--- src/rtl/cfg_rom_pkg.sv ---
package cfg_rom_pkg;

    // Serial engine phases; each lasts one timer period
    typedef enum logic [2:0] {
        ENG_IDLE,
        ENG_SEL,
        ENG_TX_LO1,
        ENG_TX_HI,
        ENG_TX_LO2,
        ENG_RX_HI,
        ENG_RX_LO,
        ENG_GAP
    } eng_state_e;

    // Top-level sequencing
    typedef enum logic [1:0] {
        CTL_LOAD_ISSUE,
        CTL_LOAD_WAIT,
        CTL_READY,
        CTL_HOST_WAIT
    } ctl_state_e;

    localparam int          OPCODE_W    = 3;
    localparam logic [2:0]  READ_OPCODE = 3'b110;

endpackage

--- src/rtl/rom_phase_timer.sv ---
module rom_phase_timer #(
    parameter int PHASE_CLKS = 4
) (
    input  logic clk,
    input  logic rst_n,
    input  logic run,
    output logic phase_end
);
    localparam int CNT_W = (PHASE_CLKS > 1) ? $clog2(PHASE_CLKS) : 1;
    localparam logic [CNT_W-1:0] LAST = CNT_W'(PHASE_CLKS - 1);

    logic [CNT_W-1:0] cnt_d, cnt_q;

    always_comb begin
        cnt_d = cnt_q;
        if (!run) begin
            cnt_d = '0;
        end else if (cnt_q == LAST) begin
            cnt_d = '0;
        end else begin
            cnt_d = cnt_q + 1'b1;
        end
    end

    always_ff @(posedge clk or negedge rst_n) begin
        if (!rst_n) cnt_q <= '0;
        else        cnt_q <= cnt_d;
    end

    assign phase_end = run && (cnt_q == LAST);

endmodule

--- src/rtl/rom_bit_engine.sv ---
module rom_bit_engine
    import cfg_rom_pkg::*;
#(
    parameter int ADDR_W = 6,
    parameter int WORD_W = 16
) (
    input  logic              clk,
    input  logic              rst_n,
    input  logic              start,
    input  logic [ADDR_W-1:0] addr,
    input  logic              phase_end,
    input  logic              rom_do,
    output logic              active,
    output logic              rom_cs,
    output logic              rom_sck,
    output logic              rom_di,
    output logic              done,
    output logic [WORD_W-1:0] data
);
    localparam int CMD_W = OPCODE_W + ADDR_W;
    localparam int MAXB  = (CMD_W > WORD_W) ? CMD_W : WORD_W;
    localparam int BIT_W = $clog2(MAXB);

    typedef struct packed {
        eng_state_e        st;
        logic [CMD_W-1:0]  tx;
        logic [BIT_W-1:0]  bit_i;
        logic [WORD_W-1:0] rx;
        logic              done;
    } eng_regs_t;

    eng_regs_t r_d, r_q;

    always_comb begin
        r_d      = r_q;
        r_d.done = 1'b0;
        case (r_q.st)
            ENG_IDLE: begin
                if (start) begin
                    r_d.st    = ENG_SEL;
                    r_d.tx    = {READ_OPCODE, addr};
                    r_d.bit_i = BIT_W'(CMD_W - 1);
                end
            end
            ENG_SEL: begin
                if (phase_end) r_d.st = ENG_TX_LO1;
            end
            ENG_TX_LO1: begin
                if (phase_end) r_d.st = ENG_TX_HI;
            end
            ENG_TX_HI: begin
                if (phase_end) r_d.st = ENG_TX_LO2;
            end
            ENG_TX_LO2: begin
                if (phase_end) begin
                    if (r_q.bit_i == '0) begin
                        r_d.st    = ENG_RX_HI;
                        r_d.bit_i = BIT_W'(WORD_W - 1);
                    end else begin
                        r_d.st    = ENG_TX_LO1;
                        r_d.bit_i = r_q.bit_i - 1'b1;
                    end
                end
            end
            ENG_RX_HI: begin
                if (phase_end) begin
                    r_d.rx = {r_q.rx[WORD_W-2:0], rom_do};
                    r_d.st = ENG_RX_LO;
                end
            end
            ENG_RX_LO: begin
                if (phase_end) begin
                    if (r_q.bit_i == '0) begin
                        r_d.st = ENG_GAP;
                    end else begin
                        r_d.st    = ENG_RX_HI;
                        r_d.bit_i = r_q.bit_i - 1'b1;
                    end
                end
            end
            ENG_GAP: begin
                if (phase_end) begin
                    r_d.st   = ENG_IDLE;
                    r_d.done = 1'b1;
                end
            end
            default: r_d.st = ENG_IDLE;
        endcase
    end

    always_ff @(posedge clk or negedge rst_n) begin
        if (!rst_n) begin
            r_q <= '{st: ENG_IDLE, tx: '0, bit_i: '0, rx: '0, done: 1'b0};
        end else begin
            r_q <= r_d;
        end
    end

    logic in_tx;
    assign in_tx   = (r_q.st == ENG_TX_LO1) || (r_q.st == ENG_TX_HI) || (r_q.st == ENG_TX_LO2);
    assign active  = (r_q.st != ENG_IDLE);
    assign rom_cs  = (r_q.st != ENG_IDLE) && (r_q.st != ENG_GAP);
    assign rom_sck = (r_q.st == ENG_TX_HI) || (r_q.st == ENG_RX_HI);
    assign rom_di  = in_tx ? r_q.tx[r_q.bit_i] : 1'b0;
    assign done    = r_q.done;
    assign data    = r_q.rx;

endmodule

--- src/rtl/rom_image_check.sv ---
module rom_image_check #(
    parameter int ADDR_W       = 6,
    parameter int WORD_W       = 16,
    parameter int MAC_BYTE_OFS = 20,
    parameter int MAC_BYTES    = 6
) (
    input  logic                   clk,
    input  logic                   rst_n,
    input  logic                   wr_en,
    input  logic [ADDR_W-1:0]      wr_addr,
    input  logic [WORD_W-1:0]      wr_data,
    input  logic                   loaded,
    output logic                   image_ok,
    output logic [MAC_BYTES*8-1:0] station_addr
);
    localparam int FIRST_WORD = MAC_BYTE_OFS / 2;
    localparam int N_WORDS    = (MAC_BYTES + 1) / 2;

    logic [N_WORDS-1:0][WORD_W-1:0] mw_d, mw_q;
    logic                           blank_d, blank_q;
    logic [MAC_BYTES*8-1:0]         mac_raw;

    always_comb begin
        mw_d    = mw_q;
        blank_d = blank_q;
        if (wr_en) begin
            if (wr_addr == '0) begin
                blank_d = (wr_data == '0) || (wr_data == '1);
            end
            for (int i = 0; i < N_WORDS; i++) begin
                if (wr_addr == ADDR_W'(FIRST_WORD + i)) mw_d[i] = wr_data;
            end
        end
    end

    always_ff @(posedge clk or negedge rst_n) begin
        if (!rst_n) begin
            mw_q    <= '0;
            blank_q <= 1'b1;
        end else begin
            mw_q    <= mw_d;
            blank_q <= blank_d;
        end
    end

    // Little-endian unpacking: even byte offset is the low byte of a word
    for (genvar k = 0; k < MAC_BYTES; k++) begin : g_octet
        assign mac_raw[8*k +: 8] = mw_q[k/2][(k%2)*8 +: 8];
    end

    assign image_ok     = loaded && !blank_q;
    assign station_addr = image_ok ? mac_raw : '0;

endmodule

--- src/rtl/cfg_rom_loader.sv ---
module cfg_rom_loader
    import cfg_rom_pkg::*;
#(
    parameter int PHASE_CLKS   = 4,
    parameter int ADDR_W       = 6,
    parameter int WORD_W       = 16,
    parameter int MAC_BYTE_OFS = 20,
    parameter int MAC_BYTES    = 6
) (
    input  logic                   clk,
    input  logic                   rst_n,
    input  logic                   host_req,
    input  logic [ADDR_W-1:0]      host_addr,
    output logic                   host_ack,
    output logic [WORD_W-1:0]      host_data,
    output logic                   busy,
    output logic                   load_done,
    output logic                   image_ok,
    output logic [MAC_BYTES*8-1:0] station_addr,
    output logic                   rom_cs,
    output logic                   rom_sck,
    output logic                   rom_di,
    input  logic                   rom_do
);
    localparam logic [ADDR_W-1:0] LAST_WORD = '1;

    typedef struct packed {
        ctl_state_e        st;
        logic [ADDR_W-1:0] nxt;
        logic              done;
        logic              ack;
        logic [WORD_W-1:0] data;
    } ctl_regs_t;

    ctl_regs_t c_d, c_q;

    logic              eng_start, eng_active, eng_done, phase_end;
    logic [ADDR_W-1:0] eng_addr;
    logic [WORD_W-1:0] eng_data;
    logic              img_wr;

    always_comb begin
        c_d       = c_q;
        c_d.ack   = 1'b0;
        eng_start = 1'b0;
        eng_addr  = c_q.nxt;
        img_wr    = 1'b0;
        case (c_q.st)
            CTL_LOAD_ISSUE: begin
                eng_start = 1'b1;
                c_d.st    = CTL_LOAD_WAIT;
            end
            CTL_LOAD_WAIT: begin
                if (eng_done) begin
                    img_wr = 1'b1;
                    if (c_q.nxt == LAST_WORD) begin
                        c_d.st   = CTL_READY;
                        c_d.done = 1'b1;
                    end else begin
                        c_d.nxt = c_q.nxt + 1'b1;
                        c_d.st  = CTL_LOAD_ISSUE;
                    end
                end
            end
            CTL_READY: begin
                if (host_req) begin
                    eng_start = 1'b1;
                    eng_addr  = host_addr;
                    c_d.st    = CTL_HOST_WAIT;
                end
            end
            CTL_HOST_WAIT: begin
                if (eng_done) begin
                    c_d.ack  = 1'b1;
                    c_d.data = eng_data;
                    c_d.st   = CTL_READY;
                end
            end
            default: c_d.st = CTL_READY;
        endcase
    end

    always_ff @(posedge clk or negedge rst_n) begin
        if (!rst_n) begin
            c_q <= '{st: CTL_LOAD_ISSUE, nxt: '0, done: 1'b0, ack: 1'b0, data: '0};
        end else begin
            c_q <= c_d;
        end
    end

    rom_phase_timer #(.PHASE_CLKS(PHASE_CLKS)) u_timer (
        .clk       (clk),
        .rst_n     (rst_n),
        .run       (eng_active),
        .phase_end (phase_end)
    );

    rom_bit_engine #(.ADDR_W(ADDR_W), .WORD_W(WORD_W)) u_engine (
        .clk       (clk),
        .rst_n     (rst_n),
        .start     (eng_start),
        .addr      (eng_addr),
        .phase_end (phase_end),
        .rom_do    (rom_do),
        .active    (eng_active),
        .rom_cs    (rom_cs),
        .rom_sck   (rom_sck),
        .rom_di    (rom_di),
        .done      (eng_done),
        .data      (eng_data)
    );

    rom_image_check #(
        .ADDR_W       (ADDR_W),
        .WORD_W       (WORD_W),
        .MAC_BYTE_OFS (MAC_BYTE_OFS),
        .MAC_BYTES    (MAC_BYTES)
    ) u_image (
        .clk          (clk),
        .rst_n        (rst_n),
        .wr_en        (img_wr),
        .wr_addr      (c_q.nxt),
        .wr_data      (eng_data),
        .loaded       (c_q.done),
        .image_ok     (image_ok),
        .station_addr (station_addr)
    );

    assign busy      = (c_q.st != CTL_READY);
    assign load_done = c_q.done;
    assign host_ack  = c_q.ack;
    assign host_data = c_q.data;

endmodule

--- config.mk ---
export PLATFORM = sky130hd
export DESIGN_NAME = cfg_rom_loader
export DESIGN_NICKNAME = d
export VERILOG_FILES = /design/src/rtl/cfg_rom_pkg.sv /design/src/rtl/rom_phase_timer.sv /design/src/rtl/rom_bit_engine.sv /design/src/rtl/rom_image_check.sv /design/src/rtl/cfg_rom_loader.sv
export SDC_FILE = /design/constraint.sdc
export NUM_CORES = 1
export LEC_CHECK = 0
export BUFFER_PORTS_ARGS = -buffer_cell sky130_fd_sc_hd__clkbuf_2
export CORE_MARGIN = 1
export CORE_UTILIZATION = 57
export CTS_BUF_LIST = sky130_fd_sc_hd__clkbuf_16
export DETAILED_ROUTE_END_ITERATION = 10
export PLACE_DENSITY = 0.8
export SLEW_MARGIN = 20
export SYNTH_ARGS = -nofsm -noshare
export SYNTH_HDL_FRONTEND = slang
export SYNTH_HIERARCHICAL = 1
export SYNTH_SLANG_ARGS = --single-unit
--- constraint.sdc ---
create_clock -name clk -period 2.3 [get_ports clk]
set_input_delay 0 -clock clk [delete_from_list [all_inputs] [get_ports clk]]
set_output_delay 0 -clock clk [all_outputs]
set_load 0.01 [all_outputs]
# After elaboration in Yosys (flattened, before gate mapping)
# Cells that the tools add are included.
[totals]
reg_bits = 108
wordCells = 116
[classes]
addsub = 3
n_lt_le_gt_ge = 1
eq_ne = 30
n_mux = 39
n_bitwise = 1
n_reduce_logical = 27
[op_table]
columns = ["op", "n"]
rows = [
  ["$mux 48", 1],
  ["$mux 17", 2],
  ["$mux 3", 8],
  ["$pmux 3 s8", 1],
  ["$ne 2x2->1 const B", 11],
  ["$eq 6x4->1 const B", 3],
  ["$mux 6", 3],
  ["$eq 16x16->1 const B", 1],
  ["$logic_not 16->1", 1],
  ["$mux 16", 1],
  ["$mux 4", 4],
  ["$reduce_and 2->1", 7],
  ["$eq 3x3->1 const B", 4],
  ["$mux 2", 6],
  ["$pmux 4 s3", 1],
  ["$mux 9", 1],
  ["$reduce_and 3->1", 3],
  ["$mux 1", 8],
  ["$pmux 2 s4", 1],
  ["$reduce_and 8->1", 1],
  ["$add 6x1->6 const B", 1],
  ["$eq 2x2->1 const B", 3],
  ["$eq 3x2->1 const B", 2],
  ["$eq 6x6->1 const B", 1],
  ["other kinds (19)", 26],
]

# Logic depth before layout (Yosys ltp)
# Gate-level depths: netlist of run 1.
[depth]
depth_word = 4
mapped_depth = 10

# Cells and area by module
# Netlist of run 1, hierarchy kept.
[modules_own_cells]
columns = ["module", "n_inst", "cells_each", "area_each_um2", "seq_area_each_um2"]
rows = [
  ["rom_image_check", 1, 174, 2336.0, 1227.4],
  ["rom_bit_engine", 1, 132, 1622.8, 775.7],
  ["cfg_rom_loader", 1, 99, 1287.5, 650.6],
  ["rom_phase_timer", 1, 6, 88.8, 50.0],
]

# Least setup slack after synthesis of run 1
# No wires, ideal clock.
[synth_timing]
path_kind = "reg2reg"
startpoint = "register u_engine/r_q[31] (netlist name)"
endpoint = "register u_engine.r_q (netlist bit u_engine/data[0])"
arrival_ns = 1.971
slack_ns = 0.204
path_stages_with_launch = 11
synth_period_minus_slack_ns = 2.096
path_cell_list = "dfrtp_1 buf_2 nor3_1 inv_1 and2_2 buf_2 nand3_1 nand2b_1 buf_2 buf_6 mux2_4"
[synth_via]
elab_chain_cells = 3
[synth_rtl]
columns = ["item", "line", "source"]
rows = [
  ["start: declaration", "rom_bit_engine.sv:32", "eng_regs_t r_d, r_q;"],
  ["start signal: assignment", "rom_bit_engine.sv:93", "r_q <= '{st: ENG_IDLE, tx: '0, bit_i: '0, rx: '0, done: 1'b0};"],
  ["start signal: assignment", "rom_bit_engine.sv:95", "r_q <= r_d;"],
  ["$reduce_bool 3->1", "rom_bit_engine.sv:101", "assign active = (r_q.st != ENG_IDLE);"],
  ["via eng_active", "cfg_rom_loader.sv:37", "logic eng_start, eng_active, eng_done, phase_end;"],
  ["$logic_and 1x1->1", "rom_phase_timer.sv:30", "assign phase_end = run && (cnt_q == LAST);"],
  ["via phase_end", "cfg_rom_loader.sv:37", ""],
  ["$reduce_and 2->1 (no source line)", "n/a", ""],
]
# The timed path passes the listed nets, and every way through them passes these cells.
# A chain may end at the register's enable or synchronous reset.

# Worst setup path in the final report of run 1
[layout_timing]
startpoint = "register c_q[25] (netlist name)"
endpoint = "register u_image.mw_q (netlist bit u_image/mac_raw[30])"
[layout_via]
elab_chain_cells = 3
[layout_rtl]
columns = ["item", "line", "source"]
rows = [
  ["start: declaration", "cfg_rom_loader.sv:35", "ctl_regs_t c_d, c_q;"],
  ["start signal: assignment", "cfg_rom_loader.sv:85", "c_q <= '{st: CTL_LOAD_ISSUE, nxt: '0, done: 1'b0, ack: 1'b0, data: '0};"],
  ["$eq 2x1->1", "cfg_rom_loader.sv:48", "case (c_q.st)"],
  ["$mux 1", "cfg_rom_loader.sv:48", ""],
  ["$reduce_and 2->1 (no source line)", "n/a", ""],
  ["end signal: assignment", "rom_image_check.sv:41", "mw_q <= mw_d;"],
  ["end: declaration", "rom_image_check.sv:19", "logic [N_WORDS-1:0][WORD_W-1:0] mw_d, mw_q;"],
]
# No other way between the ends.

==> flow_summary_export.csv, run 1 <==
group,metric,value,unit
grt,grt_first_pass_wirelength,17420,um
clocking,insertion_delay,340,ps
detailed_routing,vias,3269,
floorplan,core_area,0.008891,mm^2
layout,drive_above_1_share,0.4551,
layout,finish.instance_area,0.005973,mm^2
grt,track_usage,0.2322,
grt,grt_overflow,0,
timing,setup-tns-final,0,ps
critical_path,cp_slowest_stage_delay,680,ps
detailed_routing,dr.pass1.iters,4,
clocking,htree_levels,3,
power_and_ir_drop,power_frac_clock,0.467,
synth,synth_top_area_frac,0.5019,
floorplan,initial_core_util,0.6001,
clocking,cts_root_buffer,"clkbuf_16",
detailed_routing,drt_drc_violations_left,0,
timing,max_freq,490.1,MHz
critical_path,crit_path_max_fanout,16,
layout,area.growth.synth_to_final,11.96,%
timing,maxSlewHeadroom,0.6349,
synth,synth_area_per_cell,12.98,um^2
timing,tightest_slew,547.0,ps
critical_path,path_cells,"and3b_1, nand4b_4, or4b_4, mux2_4",
grt,antenna_found_initial,0,
placed_design,numPortBuffers,80,
critical_path,cp-start-kind,"flip-flop",
detailed_routing,ant_nets,0,
layout,n_fill_cell,647,
clocking,clockBufferDepth,2,
floorplan,rows,34,
synth,synth_ff_type,"dfrtp_1",
placed_design,placed_cell_area,0.005604,mm^2
timing,rsz0062_at_grt,"no",
critical_path,cpLargestDelayFamily,"simple AND/OR/NAND/NOR gates",
critical_path,worst-setup-path-type,"flip-flop to flip-flop",
timing,min_period,2040,ps
timing,fin_crit_sh,0.8871,
layout,utilization,0.6718,
timing,slew_viol_final,0,
floorplan,dieArea,0.009751,mm^2
synth,yosysMostFrequentCell,"dfrtp_1",
worst_hold_path,hp-class,"input pin to flip-flop",
synth,yosysTopAreaCell,"dfrtp_1",
synth,synth.ff_latch_count,108,
layout,num_antenna_cells,0,
grt,grt_pass1_vias,3406,
layout,stdcell_count,576,
floorplan,die-width,98.75,um
layout,nNetsFinal,476,
timing,hold_viol,0,
synth,synth_cell_type_count,57,
clocking,ctsResizeCount,0,
synth,synthCells,411,
critical_path,cp.arrival,2270,ps
critical_path,critPathBufInv,0,
clocking,cts_tree,"built",
synth,synth.area.top_cells,"dfrtp_1 50%, mux2_2 14%, mux2_4 7.3%",
floorplan,num_io_pins,81,
clocking,clock_sinks,108,
synth,ys_top_cells_by_count,"107 x dfrtp_1, 65 x mux2_2, 51 x and2_1",
detailed_routing,wire_per_inst,18.21,um
floorplan,die_h,98.75,um
power_and_ir_drop,switching_share,0.2107,
power_and_ir_drop,p_seq_frac,0.518,
timing,skew,10.09,ps
power_and_ir_drop,power_frac_comb,0.015,
synth,syn_nets,424,
synth,ys_async_sr_fraction,1.000,
timing,hold_slack,21.22,ps
critical_path,cp.required,2530,ps
placed_design,hpwlAfterDp,6982,um
placed_design,gp_congestion,0.7814,
detailed_routing,drt_iter0_markers,148,
power_and_ir_drop,intPower,2896,uW
placed_design,dp_cells,557,
detailed_routing,post_drt_via_cell_ratio,5.675,
power_and_ir_drop,powerDensity,614.4,mW/mm^2
clocking,cts_hold_buffers,3,
grt,grt_start_max_net_pins,78,
layout,multiInputGateArea,0.002236,mm^2
timing,setup_viol,0,
power_and_ir_drop,power_leakage,0.003208,uW
detailed_routing,routed_wl,10490,um
clocking,post_cts_buffers,0,
synth,syn_area,0.005335,mm^2
flow_run,maxCapViolations,0,
critical_path,cp-end-kind,"flip-flop",
critical_path,cp_slowest_cell,"or4b_4",
synth,ys_seq_area_frac,0.5068,
synth,synth_edf_count,0,
power_and_ir_drop,ir_drop,0.4212,mV
clocking,path_clk_slew,80,ps
clocking,cts_buffers,9,
status,status,"finished clean",
synth,yosys_warnings,6,
layout,area.sequential,0.002704,mm^2
power_and_ir_drop,power_switching,773.3,uW
## kinds of logic after synthesis
| family | Yosys count | synth area share |
|---|---|---|
| compound gates | 31 | 0.04338 |
| xor+xnor | 4 | 0.006568 |
| fa+ha+maj | 3 | 0.007036 |
| buf+inv | 59 | 0.07622 |
| flops | 108 | 0.5068 |
| mux | 98 | 0.2268 |
| simple gates | 108 | 0.1332 |
## path summary, 6_finish.rpt
path                                   from  slack (ps)                  end  depth (start not counted)
max                                 c_q[25]         260  u_image/mac_raw[30]                          4
min                            host_addr[4]          20     u_engine/r_q[25]                          3
max reg2reg                         c_q[25]         260  u_image/mac_raw[30]                          4
min reg2reg                u_timer/cnt_q[0]         480     u_timer/cnt_q[0]                          1
max in group asynchronous             rst_n        1410      u_image/blank_q                          3
min in group asynchronous             rst_n         130  u_image/mac_raw[15]                          2
## registers in the layout, indices dropped and copies added, names as in the netlist
name             cells
u_image/mac_raw     48
host_ack             1
load_done            1
c_q                  8
u_engine/data       16
u_image/blank_q      1
u_engine/done        1
host_data           16
u_engine/r_q        14
u_timer/cnt_q        2
## per-layer routing
layer | vias up | wire (um) | GRT usage
met5 | - | 0 | 0
met4 | 0 | 297 | 0.1091
met3 | 22 | 380 | 0.03546
met2 | 93 | 5124 | 0.3722
met1 | 1633 | 4686 | 0.3132
li1 | 1521 | - | -
## final cells by class
| class | count | area share |
|---|---|---|
| Clock buffer | 9 | 0.03770 |
| Clock inverter | 7 | 0.01906 |
| Inverter | 7 | 0.004399 |
| Multi-Input combinational cell | 244 | 0.3743 |
| Sequential cell | 108 | 0.4527 |
| Tap cell | 108 | 0.02262 |
| Timing Repair Buffer | 93 | 0.08923 |
## power groups by stage
stage	combinational, uW	clock [uW]	sequential [uW]
5_1_grt	64.8	1820	1900
4_1_cts	58.8	1750	1900
3_5_place_dp	54.6	0	1940
3_3_place_gp	53.1	0	1940
2_1_floorplan	5.19	0	1940
6_report	56.0	1710	1900
## cells in the final DEF (no fill, tap or decap), types with 4 or more instances in the layout
master	n
dfrtp_1	107
clkbuf_2	79
mux2_2	65
and2_1	51
mux2_4	26
a21oi_1	11
clkbuf_16	9
buf_4	9
nand4_1	7
inv_1	6
nand3_1	5
nor2_1	5
nor4_1	5
nand2b_1	4
nor2b_1	4
mux2_1	4
## metrics by stage
stage                     total power (uW)  setup slack [ps]
after floorplan                       1942             203.8
after global placement                1991             341.1
after detailed placement              1992             270.1
after CTS                             3706             265.1
after global routing                  3788             169.4
final                                 3670             259.6
## worst reg2reg max path, stage by stage (launching register included)
cell and delay [ps]:
dfrtp_1 440, and3b_1 310, nand4b_4 130, or4b_4 680
mux2_4 360
(Power assumes the default switching activity.)
==> run 2: changes to the inputs <==
Settings changed: CORE_UTILIZATION 57 to 45, PLACE_DENSITY 0.8 to 0.65.
==> run 2 against run 1 <==
  * Core utilization fell by 15 points
  * Highest routed layer unchanged
  * Largest power group unchanged
  * Clock skew rose by 1.5 ps
  * Total power fell by 7.3%
  * Clock power fell by 15%
  * Via count fell by 0.49%
==> flow_summary_export.csv, run 2 (synthesized netlist as in run 1, its figures left out) <==
group,metric,value,unit
clocking,cts_buffers,9,
placed_design,numPortBuffers,80,
clocking,cts_tree,"built",
layout,area.growth.synth_to_final,12.27,%
detailed_routing,post_drt_via_cell_ratio,5.298,
detailed_routing,dr.pass1.iters,4,
status,status,"finished clean",
critical_path,crit_path_max_fanout,16,
timing,skew,11.59,ps
floorplan,die-width,110.9,um
timing,rsz0062_at_grt,"no",
placed_design,placed_cell_area,0.005683,mm^2
timing,min_period,2009,ps
power_and_ir_drop,powerDensity,568.2,mW/mm^2
detailed_routing,wl_met3,445,um
detailed_routing,ant_nets,0,
power_and_ir_drop,power_leakage,0.003202,uW
floorplan,core_area,0.01147,mm^2
clocking,clock_sinks,108,
critical_path,cp-end-kind,"flip-flop",
layout,finish.instance_area,0.005989,mm^2
floorplan,dieArea,0.01230,mm^2
timing,fin_crit_sh,0.8735,
detailed_routing,drt_iter0_markers,153,
worst_hold_path,hp-class,"input pin to flip-flop",
timing,hold_viol,0,
timing,setup_viol,0,
timing,hold_slack,11.52,ps
critical_path,cp-start-kind,"flip-flop",
detailed_routing,wl_met1,4865,um
layout,drive_above_1_share,0.4544,
grt,grt_pass1_vias,3223,
clocking,post_cts_buffers,0,
power_and_ir_drop,ir_drop,0.3218,mV
clocking,clockBufferDepth,2,
critical_path,worst-setup-path-type,"flip-flop to flip-flop",
grt,track_usage,0.1783,
detailed_routing,routed_wl,10350,um
grt,grt_start_max_net_pins,60,
clocking,cts_root_buffer,"clkbuf_16",
floorplan,initial_core_util,0.4652,
detailed_routing,topRoutingLayerUsed,"met4",
grt,grt_overflow,0,
flow_run,maxCapViolations,0,
timing,setup-tns-final,0,ps
grt,antenna_found_initial,0,
critical_path,cp.required,2530,ps
clocking,htree_levels,3,
timing,max_freq,497.7,MHz
detailed_routing,drt_drc_violations_left,0,
critical_path,cp.arrival,2240,ps
floorplan,die_h,110.9,um
timing,slew_viol_final,0,
placed_design,gp_congestion,0.8030,
grt,grt_first_pass_wirelength,17230,um
clocking,path_clk_slew,70,ps
placed_design,hpwlAfterDp,7157,um
placed_design,dp_cells,595,
power_and_ir_drop,power,3404,uW
layout,layout_commonest_cell,"dfrtp_1",
clocking,insertion_delay,350,ps
timing,tightest_slew,531.6,ps
timing,maxSlewHeadroom,0.6440,
detailed_routing,wire_per_inst,16.86,um
layout,final_cell_mix,"107 x dfrtp_1, 79 x clkbuf_2, 65 x mux2_2",
layout,stdcell_count,614,
layout,nNetsFinal,479,
detailed_routing,wl_met2,4882,um
floorplan,num_io_pins,81,
detailed_routing,vias,3253,
layout,largest_register_ffs,48,
floorplan,rows,39,
layout,num_antenna_cells,0,
## run 2: cell count changes in the layout (fill, tap and decap cells not counted), moves of 2 or more
cell       before  now
bufinv_16       2    0
inv_1           6    8
clkinv_4        0    2
buf_4           9   11
## run 2: per-layer routing
metal | vias up | track usage
met3 | 11 | 0.03554
met2 | 77 | 0.2783
met4 | 0 | 0.06844
met1 | 1637 | 0.2455
li1 | 1528 | -
met5 | - | 0
## run 2: layout make-up
class / instances / area, um^2
well taps: 143 / 178.9
flip-flops and latches: 108 / 2704
inverters: 7 / 26.28
clock buffers: 9 / 225.2
multi-input cells: 244 / 2236
fillers: 972 / 5478
repair buffers: 96 / 568.0
clock inverters: 7 / 51.30
## run 2: path summary, 6_finish.rpt
kind / cells after the start / start / endpoint / slack, ps
setup / recovery: 4 / c_q[25] / u_image/mac_raw[27] / 290
hold / removal: 3 / host_addr[0] / u_engine/r_q[21] / 10
setup reg to reg: 4 / c_q[25] / u_image/mac_raw[27] / 290
hold reg to reg: 1 / u_timer/cnt_q[0] / u_timer/cnt_q[0] / 450
max in group asynchronous: 3 / rst_n / u_image/blank_q / 1530
min in group asynchronous: 2 / rst_n / host_data[14] / 30
## run 2: power breakdown
group	switching [uW]	internal, uW	leakage, uW	total (uW)
registers	2.04	1900	0.00149	1900
logic	40.8	16.3	0.00157	57.1
clock network	703	743	0.000143	1450
total	746	2660	0.00320	3400
## run 2: per-stage QoR
stage / util / setup WS, ps
finish: 0.5223 / 291.0
global route: 0.5223 / 229.9
detailed placement: 0.4956 / 303.4
global placement: 0.4956 / 329.4
CTS: 0.5223 / 285.4
floorplan: - / 203.8
## run 2: worst max-delay path, cell delays in order, from the launching register on
cell and delay [ps]:
dfrtp_1 430, and3b_1 300, nand4b_4 130, or4b_4 680, mux2_4 350
## run 2: timing repair
item                       CTS  global route
gates resized for setup      0             0
hold buffers                 3             0
setup endpoints to repair    0             0
hold endpoints to repair   109             0
==> run 3: changes to the inputs <==
Settings changed: PLACE_DENSITY 0.65 to 0.76.
==> run 3 against run 2 <==
  * Global-route usage increased by 0.40 points
  * Count of clock-buffer cells in the layout unchanged
  * Worst hold slack lost 1.9 ps
  * Largest power group unchanged
  * Non-clock buffer count fell by 1
  * Highest routed layer unchanged
  * Core utilization increased by 0.19 points
  * Flip-flop and latch count did not move
  * Die area is the same
  * Setup slack better by 1.1 ps
  * Register-to-register slack about the same
  * Sequential power is essentially flat
  * First-iteration DRC count up 0.65%
==> flow_summary_export.csv, run 3 (synthesized netlist as in run 1, its figures left out) <==
group,metric,value,unit
critical_path,cp-start-kind,"flip-flop",
critical_path,cp-end-kind,"flip-flop",
placed_design,hpwlAfterDp,7320,um
layout,largest_register_ffs,48,
timing,maxSlewHeadroom,0.6028,
layout,num_antenna_cells,0,
grt,grt_start_max_net_pins,64,
grt,track_usage,0.1823,
floorplan,num_io_pins,81,
timing,setup_viol,0,
critical_path,crit_path_max_fanout,16,
floorplan,rows,39,
layout,final_cell_mix,"107 x dfrtp_1, 79 x clkbuf_2, 65 x mux2_2",
clocking,ctsResizeCount,0,
detailed_routing,drt_iter0_markers,154,
detailed_routing,ant_nets,0,
grt,grt_first_pass_wirelength,17620,um
power_and_ir_drop,powerDensity,590.4,mW/mm^2
detailed_routing,routed_wl,10600,um
clocking,clock_sinks,108,
power_and_ir_drop,ir_drop,0.3783,mV
detailed_routing,vias,3219,
clocking,cts_buffers,9,
floorplan,initial_core_util,0.4652,
critical_path,worst-setup-path-type,"flip-flop to flip-flop",
layout,stdcell_count,613,
timing,skew,6.891,ps
layout,area.growth.synth_to_final,12.66,%
layout,n_fill_cell,987,
detailed_routing,dr.pass1.iters,4,
timing,hold_slack,9.585,ps
worst_hold_path,hp-class,"input pin to flip-flop",
timing,hold_viol,0,
clocking,clockBufferDepth,2,
grt,grt_overflow,0,
clocking,post_cts_buffers,0,
clocking,cts_root_buffer,"clkbuf_16",
detailed_routing,wire_per_inst,17.30,um
status,status,"finished clean",
timing,min_period,2008,ps
floorplan,core_area,0.01147,mm^2
grt,grt_pass1_vias,3398,
detailed_routing,drt_drc_violations_left,0,
timing,setup-tns-final,0,ps
timing,fin_crit_sh,0.8730,
clocking,cts_hold_buffers,3,
clocking,insertion_delay,350,ps
critical_path,cp.required,2530,ps
clocking,htree_levels,3,
flow_run,maxCapViolations,0,
power_and_ir_drop,power,3548,uW
placed_design,dp_cells,594,
timing,max_freq,498.0,MHz
layout,drive_above_1_share,0.4574,
timing,rsz0062_at_grt,"no",
layout,multiInputGateArea,0.002236,mm^2
timing,tightest_slew,595.8,ps
detailed_routing,post_drt_via_cell_ratio,5.251,
clocking,cts_tree,"built",
critical_path,cp.arrival,2240,ps
grt,antenna_found_initial,0,
layout,area.sequential,0.002704,mm^2
layout,utilization,0.5242,
layout,layout_commonest_cell,"dfrtp_1",
floorplan,die-width,110.9,um
floorplan,die_h,110.9,um
placed_design,gp_congestion,0.7890,
power_and_ir_drop,power_leakage,0.003204,uW
timing,slew_viol_final,0,
layout,nNetsFinal,478,
floorplan,dieArea,0.01230,mm^2
clocking,path_clk_slew,70,ps
placed_design,numPortBuffers,80,
-- run 3: changes by cell type in the layout (fill, tap and decap cells not counted), sizes merged --
cell,delta
inv,-2
buf,-1
clkinvlp,+1
bufinv,+1
-- run 3: layout make-up --
class | instances | share of cell area
tap | 143 | 0.02977
inverter | 7 | 0.004371
clock buffer | 9 | 0.03747
sequential | 108 | 0.4498
timing repair buffer | 95 | 0.09326
multi-input combinational | 244 | 0.3720
clock inverter | 7 | 0.01332
-- run 3: power by group --
group | total (uW) | internal [uW] | leakage, uW | switching, uW
Sequential | 1900 | 1900 | 0.00149 | 2.54
Clock | 1590 | 860 | 0.000148 | 732
Combinational | 56.0 | 15.1 | 0.00157 | 40.9
-- run 3: final timing paths --
kind | startpoint | endpoint | slack (ps) | depth (start not counted)
worst max-delay path | c_q[25] | u_image/mac_raw[21] | 290 | 4
worst min-delay path | host_addr[5] | u_engine/r_q[26] | 10 | 3
worst max register to register | c_q[25] | u_image/mac_raw[21] | 290 | 4
worst min register to register | u_timer/cnt_q[0] | u_timer/cnt_q[0] | 450 | 1
max in group asynchronous | rst_n | u_image/blank_q | 1340 | 3
min in group asynchronous | rst_n | host_data[11] | 190 | 2
-- run 3: critical path: stages, from the launching register on --
cell and delay [ps]:
dfrtp_1 440, and3b_1 300, nand4b_4 130, or4b_4 670, mux2_4 350
-- run 3: metrics by stage --
step	instance area (um^2)	setup slack, ps
after floorplan	5335	203.8
final	6011	292.0
after global routing	6011	229.2
after detailed placement	5675	304.0
after CTS	6011	291.7
after global placement	5675	339.4
-- run 3: routing by layer --
layer | track usage | routed length, um
met2 | 0.2973 | 5169
met1 | 0.2392 | 4896
met3 | 0.02788 | 316
met4 | 0.08533 | 221
met5 | 0 | 0
